<file path="src/rtl/lpddr_cmd_pkg.sv">
package lpddr_cmd_pkg;

  typedef enum logic [2:0] {
    CMD_NOP,
    CMD_ACT,
    CMD_RD,
    CMD_WR,
    CMD_PRE,
    CMD_REF,
    CMD_MRS
  } cmd_e;

  typedef enum logic [1:0] {
    PWR_RUN,
    PWR_PPD,
    PWR_APD,
    PWR_SREF
  } pwr_e;

  // Pin pattern to command; chip select high is a deselect (no-op).
  function automatic cmd_e pins_to_cmd(input logic cs_n, input logic ras_n,
                                       input logic cas_n, input logic we_n);
    cmd_e c;
    c = CMD_NOP;
    if (!cs_n) begin
      case ({ras_n, cas_n, we_n})
        3'b011:  c = CMD_ACT;
        3'b101:  c = CMD_RD;
        3'b100:  c = CMD_WR;
        3'b010:  c = CMD_PRE;
        3'b001:  c = CMD_REF;
        3'b000:  c = CMD_MRS;
        default: c = CMD_NOP;
      endcase
    end
    return c;
  endfunction

  // Burst field of the mode register to clock cycles of data transfer.
  function automatic int burst_cycles(input logic [2:0] code);
    case (code)
      3'd2:    return 2;
      3'd3:    return 4;
      default: return 1;
    endcase
  endfunction

endpackage

</file>
<file path="src/rtl/lpddr_cmd_decode.sv">
module lpddr_cmd_decode
  import lpddr_cmd_pkg::*;
#(
  parameter int NUM_BANKS = 4,
  parameter int BA_W      = $clog2(NUM_BANKS)
) (
  input  logic                 exec_i,
  input  logic                 cs_n_i,
  input  logic                 ras_n_i,
  input  logic                 cas_n_i,
  input  logic                 we_n_i,
  input  logic [BA_W-1:0]      ba_i,
  input  logic                 ap_bit_i,
  input  logic [NUM_BANKS-1:0] bank_open_i,
  output cmd_e                 raw_cmd_o,
  output cmd_e                 cmd_o,
  output logic                 illegal_o,
  output logic [NUM_BANKS-1:0] act_mask_o,
  output logic [NUM_BANKS-1:0] close_mask_o,
  output logic [NUM_BANKS-1:0] ap_mask_o
);

  logic tgt_open;
  logic is_rw;

  always_comb begin
    raw_cmd_o = pins_to_cmd(cs_n_i, ras_n_i, cas_n_i, we_n_i);
    cmd_o     = exec_i ? raw_cmd_o : CMD_NOP;
    tgt_open  = bank_open_i[ba_i];
    is_rw     = (cmd_o == CMD_RD) || (cmd_o == CMD_WR);
    illegal_o = ((cmd_o == CMD_ACT) && tgt_open) || (is_rw && !tgt_open);
  end

  for (genvar b = 0; b < NUM_BANKS; b++) begin : g_mask
    logic sel;
    assign sel             = (ba_i == BA_W'(b));
    assign act_mask_o[b]   = (cmd_o == CMD_ACT) && !illegal_o && sel;
    assign close_mask_o[b] = (cmd_o == CMD_PRE) && (ap_bit_i || sel);
    assign ap_mask_o[b]    = is_rw && !illegal_o && ap_bit_i && sel;
  end

endmodule

</file>
<file path="src/rtl/lpddr_bank_slot.sv">
module lpddr_bank_slot #(
  parameter int ROW_W = 13,
  parameter int CNT_W = 4
) (
  input  logic             clk,
  input  logic             rst,
  input  logic             act_i,
  input  logic             close_i,
  input  logic             ap_i,
  input  logic [ROW_W-1:0] row_i,
  input  logic [CNT_W-1:0] burst_i,
  output logic             open_o,
  output logic [ROW_W-1:0] row_o
);

  logic [CNT_W-1:0] ap_cnt_q;

  always_ff @(posedge clk) begin
    if (rst) begin
      open_o   <= 1'b0;
      row_o    <= '0;
      ap_cnt_q <= '0;
    end else if (act_i) begin
      open_o   <= 1'b1;
      row_o    <= row_i;
      ap_cnt_q <= '0;
    end else if (close_i) begin
      open_o   <= 1'b0;
      ap_cnt_q <= '0;
    end else if (ap_i) begin
      ap_cnt_q <= burst_i;
    end else if (ap_cnt_q != '0) begin
      if (ap_cnt_q == CNT_W'(1)) open_o <= 1'b0;
      ap_cnt_q <= ap_cnt_q - CNT_W'(1);
    end
  end

endmodule

</file>
<file path="src/rtl/lpddr_pwr_fsm.sv">
module lpddr_pwr_fsm
  import lpddr_cmd_pkg::*;
(
  input  logic clk,
  input  logic rst,
  input  logic cke_i,
  input  logic ref_req_i,
  input  logic any_open_i,
  output logic run_o,
  output logic pd_pre_o,
  output logic pd_act_o,
  output logic self_ref_o
);

  pwr_e st_q;

  always_ff @(posedge clk) begin
    if (rst) begin
      st_q <= PWR_RUN;
    end else begin
      case (st_q)
        PWR_RUN: begin
          if (!cke_i) begin
            if (any_open_i)     st_q <= PWR_APD;
            else if (ref_req_i) st_q <= PWR_SREF;
            else                st_q <= PWR_PPD;
          end
        end
        default: begin
          if (cke_i) st_q <= PWR_RUN;
        end
      endcase
    end
  end

  assign run_o      = (st_q == PWR_RUN);
  assign pd_pre_o   = (st_q == PWR_PPD);
  assign pd_act_o   = (st_q == PWR_APD);
  assign self_ref_o = (st_q == PWR_SREF);

endmodule

</file>
<file path="src/rtl/lpddr_cmd_front.sv">
module lpddr_cmd_front
  import lpddr_cmd_pkg::*;
#(
  parameter int NUM_BANKS = 4,
  parameter int BA_W      = $clog2(NUM_BANKS),
  parameter int ROW_W     = 13,
  parameter int COL_W     = 9,
  parameter int AP_BIT    = 10,
  parameter int CNT_W     = 4
) (
  input  logic                       clk,
  input  logic                       rst,
  input  logic                       cke_i,
  input  logic                       cs_n_i,
  input  logic                       ras_n_i,
  input  logic                       cas_n_i,
  input  logic                       we_n_i,
  input  logic [BA_W-1:0]            ba_i,
  input  logic [ROW_W-1:0]           addr_i,
  output logic                       act_o,
  output logic                       rd_o,
  output logic                       wr_o,
  output logic                       pre_o,
  output logic                       ref_o,
  output logic                       mr_wr_o,
  output logic                       emr_wr_o,
  output logic                       illegal_o,
  output logic [BA_W-1:0]            cmd_bank_o,
  output logic [ROW_W-1:0]           cmd_addr_o,
  output logic [COL_W-1:0]           cmd_col_o,
  output logic                       cmd_ap_o,
  output logic [NUM_BANKS-1:0]       bank_open_o,
  output logic [NUM_BANKS*ROW_W-1:0] open_rows_o,
  output logic                       pd_pre_o,
  output logic                       pd_act_o,
  output logic                       self_ref_o
);

  localparam int BL_W = 3;

  cmd_e                 raw_cmd_w;
  cmd_e                 cmd_w;
  logic                 ill_w;
  logic                 run_w;
  logic                 exec_w;
  logic                 ext_sel_w;
  logic [NUM_BANKS-1:0] open_w;
  logic [NUM_BANKS-1:0] act_m;
  logic [NUM_BANKS-1:0] close_m;
  logic [NUM_BANKS-1:0] ap_m;
  logic [BL_W-1:0]      bl_q;
  logic [CNT_W-1:0]     burst_w;

  assign exec_w    = run_w & cke_i;
  assign ext_sel_w = ba_i[BA_W-1];
  assign burst_w   = CNT_W'(burst_cycles(bl_q));

  lpddr_cmd_decode #(
    .NUM_BANKS (NUM_BANKS),
    .BA_W      (BA_W)
  ) decode_i (
    .exec_i       (exec_w),
    .cs_n_i       (cs_n_i),
    .ras_n_i      (ras_n_i),
    .cas_n_i      (cas_n_i),
    .we_n_i       (we_n_i),
    .ba_i         (ba_i),
    .ap_bit_i     (addr_i[AP_BIT]),
    .bank_open_i  (open_w),
    .raw_cmd_o    (raw_cmd_w),
    .cmd_o        (cmd_w),
    .illegal_o    (ill_w),
    .act_mask_o   (act_m),
    .close_mask_o (close_m),
    .ap_mask_o    (ap_m)
  );

  for (genvar b = 0; b < NUM_BANKS; b++) begin : g_bank
    lpddr_bank_slot #(
      .ROW_W (ROW_W),
      .CNT_W (CNT_W)
    ) slot_i (
      .clk     (clk),
      .rst     (rst),
      .act_i   (act_m[b]),
      .close_i (close_m[b]),
      .ap_i    (ap_m[b]),
      .row_i   (addr_i),
      .burst_i (burst_w),
      .open_o  (open_w[b]),
      .row_o   (open_rows_o[b*ROW_W +: ROW_W])
    );
  end

  assign bank_open_o = open_w;

  lpddr_pwr_fsm pwr_i (
    .clk        (clk),
    .rst        (rst),
    .cke_i      (cke_i),
    .ref_req_i  (raw_cmd_w == CMD_REF),
    .any_open_i (|open_w),
    .run_o      (run_w),
    .pd_pre_o   (pd_pre_o),
    .pd_act_o   (pd_act_o),
    .self_ref_o (self_ref_o)
  );

  always_ff @(posedge clk) begin
    if (rst) begin
      act_o      <= 1'b0;
      rd_o       <= 1'b0;
      wr_o       <= 1'b0;
      pre_o      <= 1'b0;
      ref_o      <= 1'b0;
      mr_wr_o    <= 1'b0;
      emr_wr_o   <= 1'b0;
      illegal_o  <= 1'b0;
      cmd_bank_o <= '0;
      cmd_addr_o <= '0;
      cmd_col_o  <= '0;
      cmd_ap_o   <= 1'b0;
      bl_q       <= BL_W'(1);
    end else begin
      act_o     <= (cmd_w == CMD_ACT) && !ill_w;
      rd_o      <= (cmd_w == CMD_RD)  && !ill_w;
      wr_o      <= (cmd_w == CMD_WR)  && !ill_w;
      pre_o     <= (cmd_w == CMD_PRE);
      ref_o     <= (cmd_w == CMD_REF);
      mr_wr_o   <= (cmd_w == CMD_MRS) && !ext_sel_w;
      emr_wr_o  <= (cmd_w == CMD_MRS) && ext_sel_w;
      illegal_o <= ill_w;
      if (cmd_w != CMD_NOP) begin
        cmd_bank_o <= ba_i;
        cmd_addr_o <= addr_i;
        cmd_col_o  <= addr_i[COL_W-1:0];
        cmd_ap_o   <= addr_i[AP_BIT];
      end
      if ((cmd_w == CMD_MRS) && !ext_sel_w) bl_q <= addr_i[BL_W-1:0];
    end
  end

endmodule

</file>
<file path="config.mk">
export PLATFORM = sky130hd
export DESIGN_NAME = lpddr_cmd_front
export DESIGN_NICKNAME = d
export VERILOG_FILES = /design/src/rtl/lpddr_cmd_pkg.sv /design/src/rtl/lpddr_cmd_decode.sv /design/src/rtl/lpddr_bank_slot.sv /design/src/rtl/lpddr_pwr_fsm.sv /design/src/rtl/lpddr_cmd_front.sv
export SDC_FILE = /design/constraint.sdc
export NUM_CORES = 1
export LEC_CHECK = 0
export BUFFER_PORTS_ARGS = -buffer_cell sky130_fd_sc_hd__buf_2
export CAP_MARGIN = 10
export CORE_AREA = 10 10 109 101
export DETAILED_ROUTE_END_ITERATION = 12
export DIE_AREA = 0 0 119 111
export MAX_ROUTING_LAYER = met4
export PLACE_DENSITY = 0.78
export SLEW_MARGIN = 20
export SYNTH_ARGS = -nofsm -noshare
export SYNTH_HDL_FRONTEND = slang
export SYNTH_HIERARCHICAL = 1
export SYNTH_SLANG_ARGS = --single-unit
export TNS_END_PERCENT = 20
</file>
<file path="constraint.sdc">
create_clock -name clk -period 3.4 [get_ports clk]
set_input_delay 1.02 -clock clk [delete_from_list [all_inputs] [get_ports clk]]
set_output_delay 1.02 -clock clk [all_outputs]
set_load 0.03 [all_outputs]
</file>
==> key figures, run 1 <==
Run status
  • Status: finished, final reports clean

Clock tree
  • Post-CTS Hold Buffers: 0
  • Clock transition at path regs: ~0.09 ns
  • Num CTS Buffers: 9
  • Worst skew pair latency: 0.37 ns
  • Clock tree buffer depth: 2
  • Setup bufs post-CTS: 0
  • # H-tree levels: 3
  • TritonCTS Sinks: 100
  • CTS root buf: clkbuf_8
  • CTS tree: built
  • Resized cells post-CTS: 0

Global route
  • Vias in the first global route: approximately 4000
  • First-pass GRT wire length: 19.8 mm
  • Initial antenna violation count: 0
  • Remaining global-route overflow: 0
  • GRT Util Overall: 0.185
  • Largest net degree at the start of global routing: 35

Route
  • Number of DRC markers in iteration 0: 149
  • Vias: 3854
  • DR pass1 iterations: 4
  • Vias/cell: 5.42
  • Remaining DRCs: 0
  • Post-route antenna net violation count: 0
  • Total Wirelength: 12.1 mm
  • Drt wl/cell: 17.0 um

Timing
  • Final setup skew: 0.00981 ns
  • Period Utilization, post-route: 0.773
  • Final setup viols: 0
  • Final Critical Period: 2.63 ns
  • Final Max Tran Viols: 0
  • Worst Max-Slew Pin Slew: 0.556 ns
  • Slew headroom: 0.629
  • Final count of hold timing violations: 0
  • Fmax: 0.380 GHz
  • Sum of negative setup slack: 0 ns
  • RSZ-0062 raised after global routing: no

Worst setup path
  • Reg2Reg Setup Slack: 1.07 ns
  • CP max stage delay: 0.40 ns
  • CP top delay family: simple AND/OR/NAND/NOR gates
  • Slowest CP cell: nor4bb_1
  • Crit-path cells: buf_2, and2_1, nor4bb_1, nand3_1, nor3_1, inv_1, a311o_1, a21oi_1
  • CP Max Fanout: 6
  • Element type at the critical path end: register
  • R2r startpoint: pwr_i/st_q[1]
  • Setup crit start kind: input pin
  • Buffers and inverters on the worst path: 2
  • Crit path kind: input pin to register
  • Critical Path RT: 3.70 ns
  • Reg2Reg Depth: 8
  • Crit path arrival time: roughly 2.9 ns
  • Worst R2R End: g_bank[0].slot_i/open_o

Flow run
  • MaxCap Viol Count: 0

Pwr
  • Sequential power share: 0.470
  • Peak VDD IR: 0.296 mV
  • LEAKAGE: 2.31 nW
  • Gate power share: 0.232
  • Switch share: 0.312
  • Total power: 2.90 mW
  • Int Pwr: 2.00 mW
  • Power Density: 541 nW/um2
  • Clock power share: 0.299
  • NetSw: 907 uW

Placement
  • GPL Wtd Cong: 0.885
  • Number of instances in the placed design: 695
  • # port buffers: around 110
  • Post-DP HPWL: 8.87 mm

Die
  • Die height: around 110 um
  • Die W: 119 um
  • Ports: between 100 and 150
  • Die area: 13200 um2
  • Core Area: 8840 um2
  • Starting Density: 0.510
  • # rows: 33

Yosys
  • Mapped Area: 4510 um2
  • Main synth FF type: dfxtp_1
  • Syn Inst Count: 482
  • Sequential fraction of the synthesis area: 0.444
  • Post-synth EDFFs: 0
  • Syn_area_per_cell: about 9.4 um2
  • Netlist cell types: 45
  • Yosys reg bits: 100
  • Async S/R FF share, synth: 0
  • Synth Warn #: 6

Finish
  • Number of fill cells: 792
  • Ant diodes: 0
  • Fin util: 0.608
  • Non-Filler Instances: 711
  • Area grow syn2layout: 19.1%
  • Ratio of cells with drive above 1 in the final layout: 0.261
  • Final nets: 614

Min path
  • WHS Path Cells: 2
  • Hold Startpoint: bl_q[2]
  • Worst Hold Endpoint: bl_q[2]
  • Min-Delay Path Class: register to register
-- cell families (layout without fill, tap and decap cells) --
kind of cell | count (synthesis) | after routing | share of synthesized area
and+or+nand+nor | 178 | 178 | 0.223
DFF | 100 | 100 | 0.444
AOI/OAI and AO/OA | 72 | 72 | 0.106
muxes | 62 | 62 | 0.140
buffers and inverters | 61 | 165 | 0.0636
adders and majority gates | 8 | 8 | 0.0222
other | 1 | 4 | 0.000832
-- worst register-to-register path: stages, from the launching register on --
cell and delay (ns):
dfxtp_1 0.37, nor2_1 0.09, and2_1 0.17, nor4bb_1 0.40, nand3_1 0.24, nor3_1 0.37
inv_1 0.19, a311o_1 0.30, a21oi_1 0.14
-- through the flow --
stage / hold WS, ns / setup slack (ns) / cell area [um2]
after global placement: 0.459 / 0.502 / 5140
after global routing: 0.507 / 0.593 / 5370
after CTS: 0.479 / 0.822 / 5370
final: 0.478 / 0.772 / 5370
after floorplan: 0.447 / 0.715 / 4520
after detailed placement: 0.464 / 0.437 / 5140
-- worst max-delay path by stage --
| stage | cells past startpoint | to | start | slack (ns) |
|---|---|---|---|---|
| CTS | 8 | g_bank[0].slot_i/open_o | cke_i | 0.82 |
| floorplan | 8 | g_bank[0].slot_i/row_o[0] | cke_i | 0.71 |
| global route | 8 | g_bank[0].slot_i/open_o | cke_i | 0.59 |
| global placement | 8 | g_bank[0].slot_i/open_o | cke_i | 0.50 |
| finish | 8 | g_bank[0].slot_i/open_o | cke_i | 0.77 |
| detailed placement | 8 | g_bank[0].slot_i/open_o | cke_i | 0.44 |
-- layout make-up --
type	count	area [um2]	area share
clock buffers	9	124	0.0231
flip-flops and latches	100	2000	0.373
inverters	23	86.3	0.0161
multi-input cells	324	2240	0.416
repair buffers	126	663	0.124
well taps	122	153	0.0284
clock inverters	7	105	0.0196
-- routing by layer --
metal,GRT usage,routed length [um],vias up
met2,0.294,5680,131
met1,0.220,5420,1821
met3,0.0580,826,18
met5,-,0,-
li1,-,-,1884
met4,0.0513,178,0
-- power by group through the flow --
stage / logic [mW] / clock network (mW) / registers, mW
after floorplan: 0.492 / 0 / 1.39
after global placement: 0.627 / 0 / 1.37
after detailed placement: 0.666 / 0 / 1.38
after CTS: 0.673 / 0.883 / 1.36
after global routing: 0.745 / 0.926 / 1.38
final: 0.673 / 0.868 / 1.36
-- cells in the mapped netlist (10+ instances only) --
library cell	instances	area, um2
o21ai_0	12	60.1
o31ai_1	13	97.6
or4b_1	13	130
clkbuf_1	12	45.0
buf_2	15	75.1
nor3_1	18	90.1
nor2_1	78	293
dfxtp_1	100	2000
mux2i_1	61	611
inv_1	23	86.3
a21oi_1	25	125
nand2b_1	16	100
buf_4	10	75.1
-- sequential cells by signal (all words and copies together), names as in the netlist --
register	count
g_bank.slot_i/row_o	52
g_bank.slot_i/ap_cnt_q	16
cmd_addr_o	13
g_bank.slot_i/open_o	4
bl_q	3
cmd_bank_o	2
pwr_i/st_q	2
act_o	1
emr_wr_o	1
illegal_o	1
mr_wr_o	1
pre_o	1
rd_o	1
ref_o	1
wr_o	1
-- cell usage in the layout (no fill, tap or decap), types with 8 or more instances in the layout --
cell type,n
a21oi_1,25
and2_1,8
buf_2,113
buf_4,13
clkbuf_8,9
dfxtp_1,100
ha_1,8
inv_1,23
mux2i_1,61
nand2_1,8
nand2b_1,16
nor2_1,78
nor3_1,17
o21ai_0,12
o31ai_1,13
or4b_1,13
(Power assumes the default switching activity.)
==> run 2: changes to the inputs <==
Clock period 3.4 ns to 2.6 ns, I/O delays scaled along.
==> run 2 against run 1 <==
Cell count is 1.4% higher; sequential power up 31%; critical path depth rose by 1; combinational power grew 31%.
==> key figures, run 2 (synthesized netlist as in run 1, its figures left out) <==
Run status
  • Status: finished, final reports clean (unchanged)

Timing
  • Worst Max-Slew Pin Slew: 0.832 ns (was 0.556 ns)
  • Sum of negative setup slack: 0 ns (unchanged)
  • Fmax: 0.442 GHz
  • Final WS setup: 0.338 ns (was 0.772 ns)
  • Final setup viols: 0 (unchanged)
  • Final Max Tran Viols: 0 (unchanged)
  • Period Utilization, post-route: 0.870
  • Final count of hold timing violations: 0 (unchanged)
  • Slew headroom: 0.446 (was 0.629)
  • RSZ-0062 raised after global routing: no (unchanged)
  • Final Critical Period: 2.26 ns
  • Final setup skew: 0.0100 ns (was 0.00981 ns)

Placement
  • Number of instances in the placed design: 705 (was 695)
  • # port buffers: 113 (unchanged)
  • Post-DP HPWL: 8.63 mm (was 8.87 mm)
  • GPL Wtd Cong: 0.819 (was 0.885)
  • DP Area: 5290 um2 (was 5140 um2)
  • Pre-CTS WS: 0.0791 ns (was 0.437 ns)

Route
  • Vias: 3883 (was 3854)
  • Number of DRC markers in iteration 0: 228 (was 149)
  • DR pass1 iterations: 5 (was 4)
  • Post-route antenna net violation count: 0 (unchanged)
  • Drt wl/cell: 16.7 um (was 17.0 um)
  • Total Wirelength: 12.1 mm (about the same)
  • Vias/cell: 5.39 (was 5.42)
  • Remaining DRCs: 0 (unchanged)

Die
  • Die area: 13200 um2 (unchanged)
  • Core Area: 8840 um2 (unchanged)
  • Die height: 111 um (unchanged)
  • # rows: 33 (unchanged)
  • Starting Density: 0.510 (unchanged)
  • Die W: 119 um (unchanged)
  • Ports: 114 (unchanged)

Pwr
  • Peak VDD IR: 0.433 mV (was 0.296 mV)
  • Clock power share: 0.301 (was 0.299)
  • NetSw: 1.18 mW (was 907 uW)
  • Total power: 3.80 mW (was 2.90 mW)
  • LEAKAGE: 2.38 nW (was 2.31 nW)
  • Gate power share: 0.232 (about the same)
  • Sequential power share: 0.468 (was 0.470)
  • Switch share: 0.311 (was 0.312)
  • Int Pwr: 2.62 mW (was 2.00 mW)
  • Power Density: 688 nW/um2 (was 541 nW/um2)

Flow run
  • MaxCap Viol Count: 0 (unchanged)

Worst setup path
  • CP max stage delay: 0.43 ns (was 0.40 ns)
  • Buffers and inverters on the worst path: 3 (was 2)
  • Element type at the critical path end: register (unchanged)
  • CP Max Fanout: 5 (was 6)
  • R2r startpoint: pwr_i/st_q[1] (unchanged)
  • Crit path arrival time: 2.51 ns (was 2.93 ns)
  • Slowest CP cell: nor4bb_1 (unchanged)
  • Crit-path cells: buf_2, and2_1, nor4bb_1, nand3_1, nor3_1, inv_1, buf_4, o21ai_0, a31oi_1 (was buf_2, and2_1, nor4bb_1, nand3_1, nor3_1, inv_1, a311o_1, a21oi_1)
  • Setup crit start kind: input pin (unchanged)
  • Crit path kind: input pin to register (unchanged)
  • CP top delay family: simple AND/OR/NAND/NOR gates (unchanged)
  • CP Launch Point: cke_i (unchanged)
  • Critical Path RT: 2.85 ns (was 3.70 ns)

Clock tree
  • CTS root buf: clkbuf_8 (unchanged)
  • # H-tree levels: 3 (unchanged)
  • Clock transition at path regs: 0.10 ns (was 0.09 ns)
  • Post-CTS Hold Buffers: 0 (unchanged)
  • CTS tree: built (unchanged)
  • Clock tree buffer depth: 2 (unchanged)
  • TritonCTS Sinks: 100 (unchanged)
  • Setup bufs post-CTS: 0 (unchanged)
  • Worst skew pair latency: 0.36 ns (was 0.37 ns)
  • Resized cells post-CTS: 0 (unchanged)
  • Num CTS Buffers: 9 (unchanged)

Min path
  • Hold Startpoint: bl_q[1] (was bl_q[2])
  • Min-Delay Path Class: register to register (unchanged)

Global route
  • First-pass GRT wire length: 19.8 mm (about the same)
  • Remaining global-route overflow: 0 (unchanged)
  • Vias in the first global route: 3931 (was 3973)
  • Initial antenna violation count: 0 (unchanged)
  • Met1 Use GR: 0.234 (was 0.220)
  • GRT Util Overall: 0.186 (was 0.185)
  • Gr busiest metal: met2 (unchanged)
  • Largest net degree at the start of global routing: 44 (was 35)
  • M3 GR Usage: 0.0560 (was 0.0580)
  • M2 GR Usage: 0.281 (was 0.294)

Finish
  • Biggest regs: g_bank.slot_i/row_o: 52 flops, g_bank.slot_i/ap_cnt_q: 16 flops, cmd_addr_o: 13 flops (unchanged)
  • Number of flip-flops in the largest register: 52 (unchanged)
  • Largest Register: g_bank.slot_i/row_o (unchanged)
  • Number of fill cells: 748 (was 792)
  • Ratio of cells with drive above 1 in the final layout: 0.274 (was 0.261)
  • Non-Filler Instances: 721 (was 711)
  • Final nets: 624 (was 614)
  • Commonest cells after routing, fill and taps aside: 113 x buf_2, 100 x dfxtp_1, 78 x nor2_1 (unchanged)
  • Final instance area: 5520 um2 (was 5370 um2)
  • Ant diodes: 0 (unchanged)
  • Commonest non-fill, non-tap cell in the layout: buf_2 (unchanged)
  • Area grow syn2layout: 22.4% (was 19.1%)
==> run 2: power groups by stage <==
stage,logic (mW),registers [mW],clock network (mW)
after floorplan,0.643,1.82,0
after global placement,0.823,1.80,0
after detailed placement,0.872,1.81,0
after CTS,0.879,1.77,1.16
after global routing,0.984,1.80,1.24
final,0.881,1.78,1.14
==> run 2: routing by layer <==
| layer | routed length (um) | part of all wire |
|---|---|---|
| met4 | 140 | 0.012 |
| met1 | 5520 | 0.46 |
| met3 | 793 | 0.066 |
| met5 | 0 | 0 |
| met2 | 5610 | 0.47 |
==> run 2: cell type report <==
type                            count  area (um2)  area share
Clock buffer                        9         124      0.0224
Sequential cell                   100        2000       0.363
Timing Repair Buffer              136         813       0.147
Inverter                           23        86.3      0.0156
Multi-Input combinational cell    324        2240       0.405
Tap cell                          122         153      0.0277
Clock inverter                      7         105      0.0190
==> run 2: path summary, 6_finish.rpt <==
check	slack, ns	depth (start not counted)	end
max	0.34	9	g_bank[0].slot_i/ap_cnt_q[2]
min	0.48	2	bl_q[1]
max reg2reg	0.40	9	g_bank[0].slot_i/ap_cnt_q[2]
min reg2reg	0.48	2	bl_q[1]
==> run 2: worst register-to-register path, stage by stage (launching register included) <==
cell	delay, ns
dfxtp_1	0.37
nor2_1	0.09
and2_1	0.18
nor4bb_1	0.43
nand3_1	0.22
nor3_1	0.24
inv_1	0.10
buf_4	0.16
o21ai_0	0.22
a31oi_1	0.06
==> run 2: per-stage QoR <==
stage           util  hold WS (ns)
2_1_floorplan      -         0.447
3_3_place_gp   0.599         0.459
3_5_place_dp   0.599         0.475
4_1_cts        0.625         0.489
5_1_grt        0.625         0.515
6_report       0.625         0.485
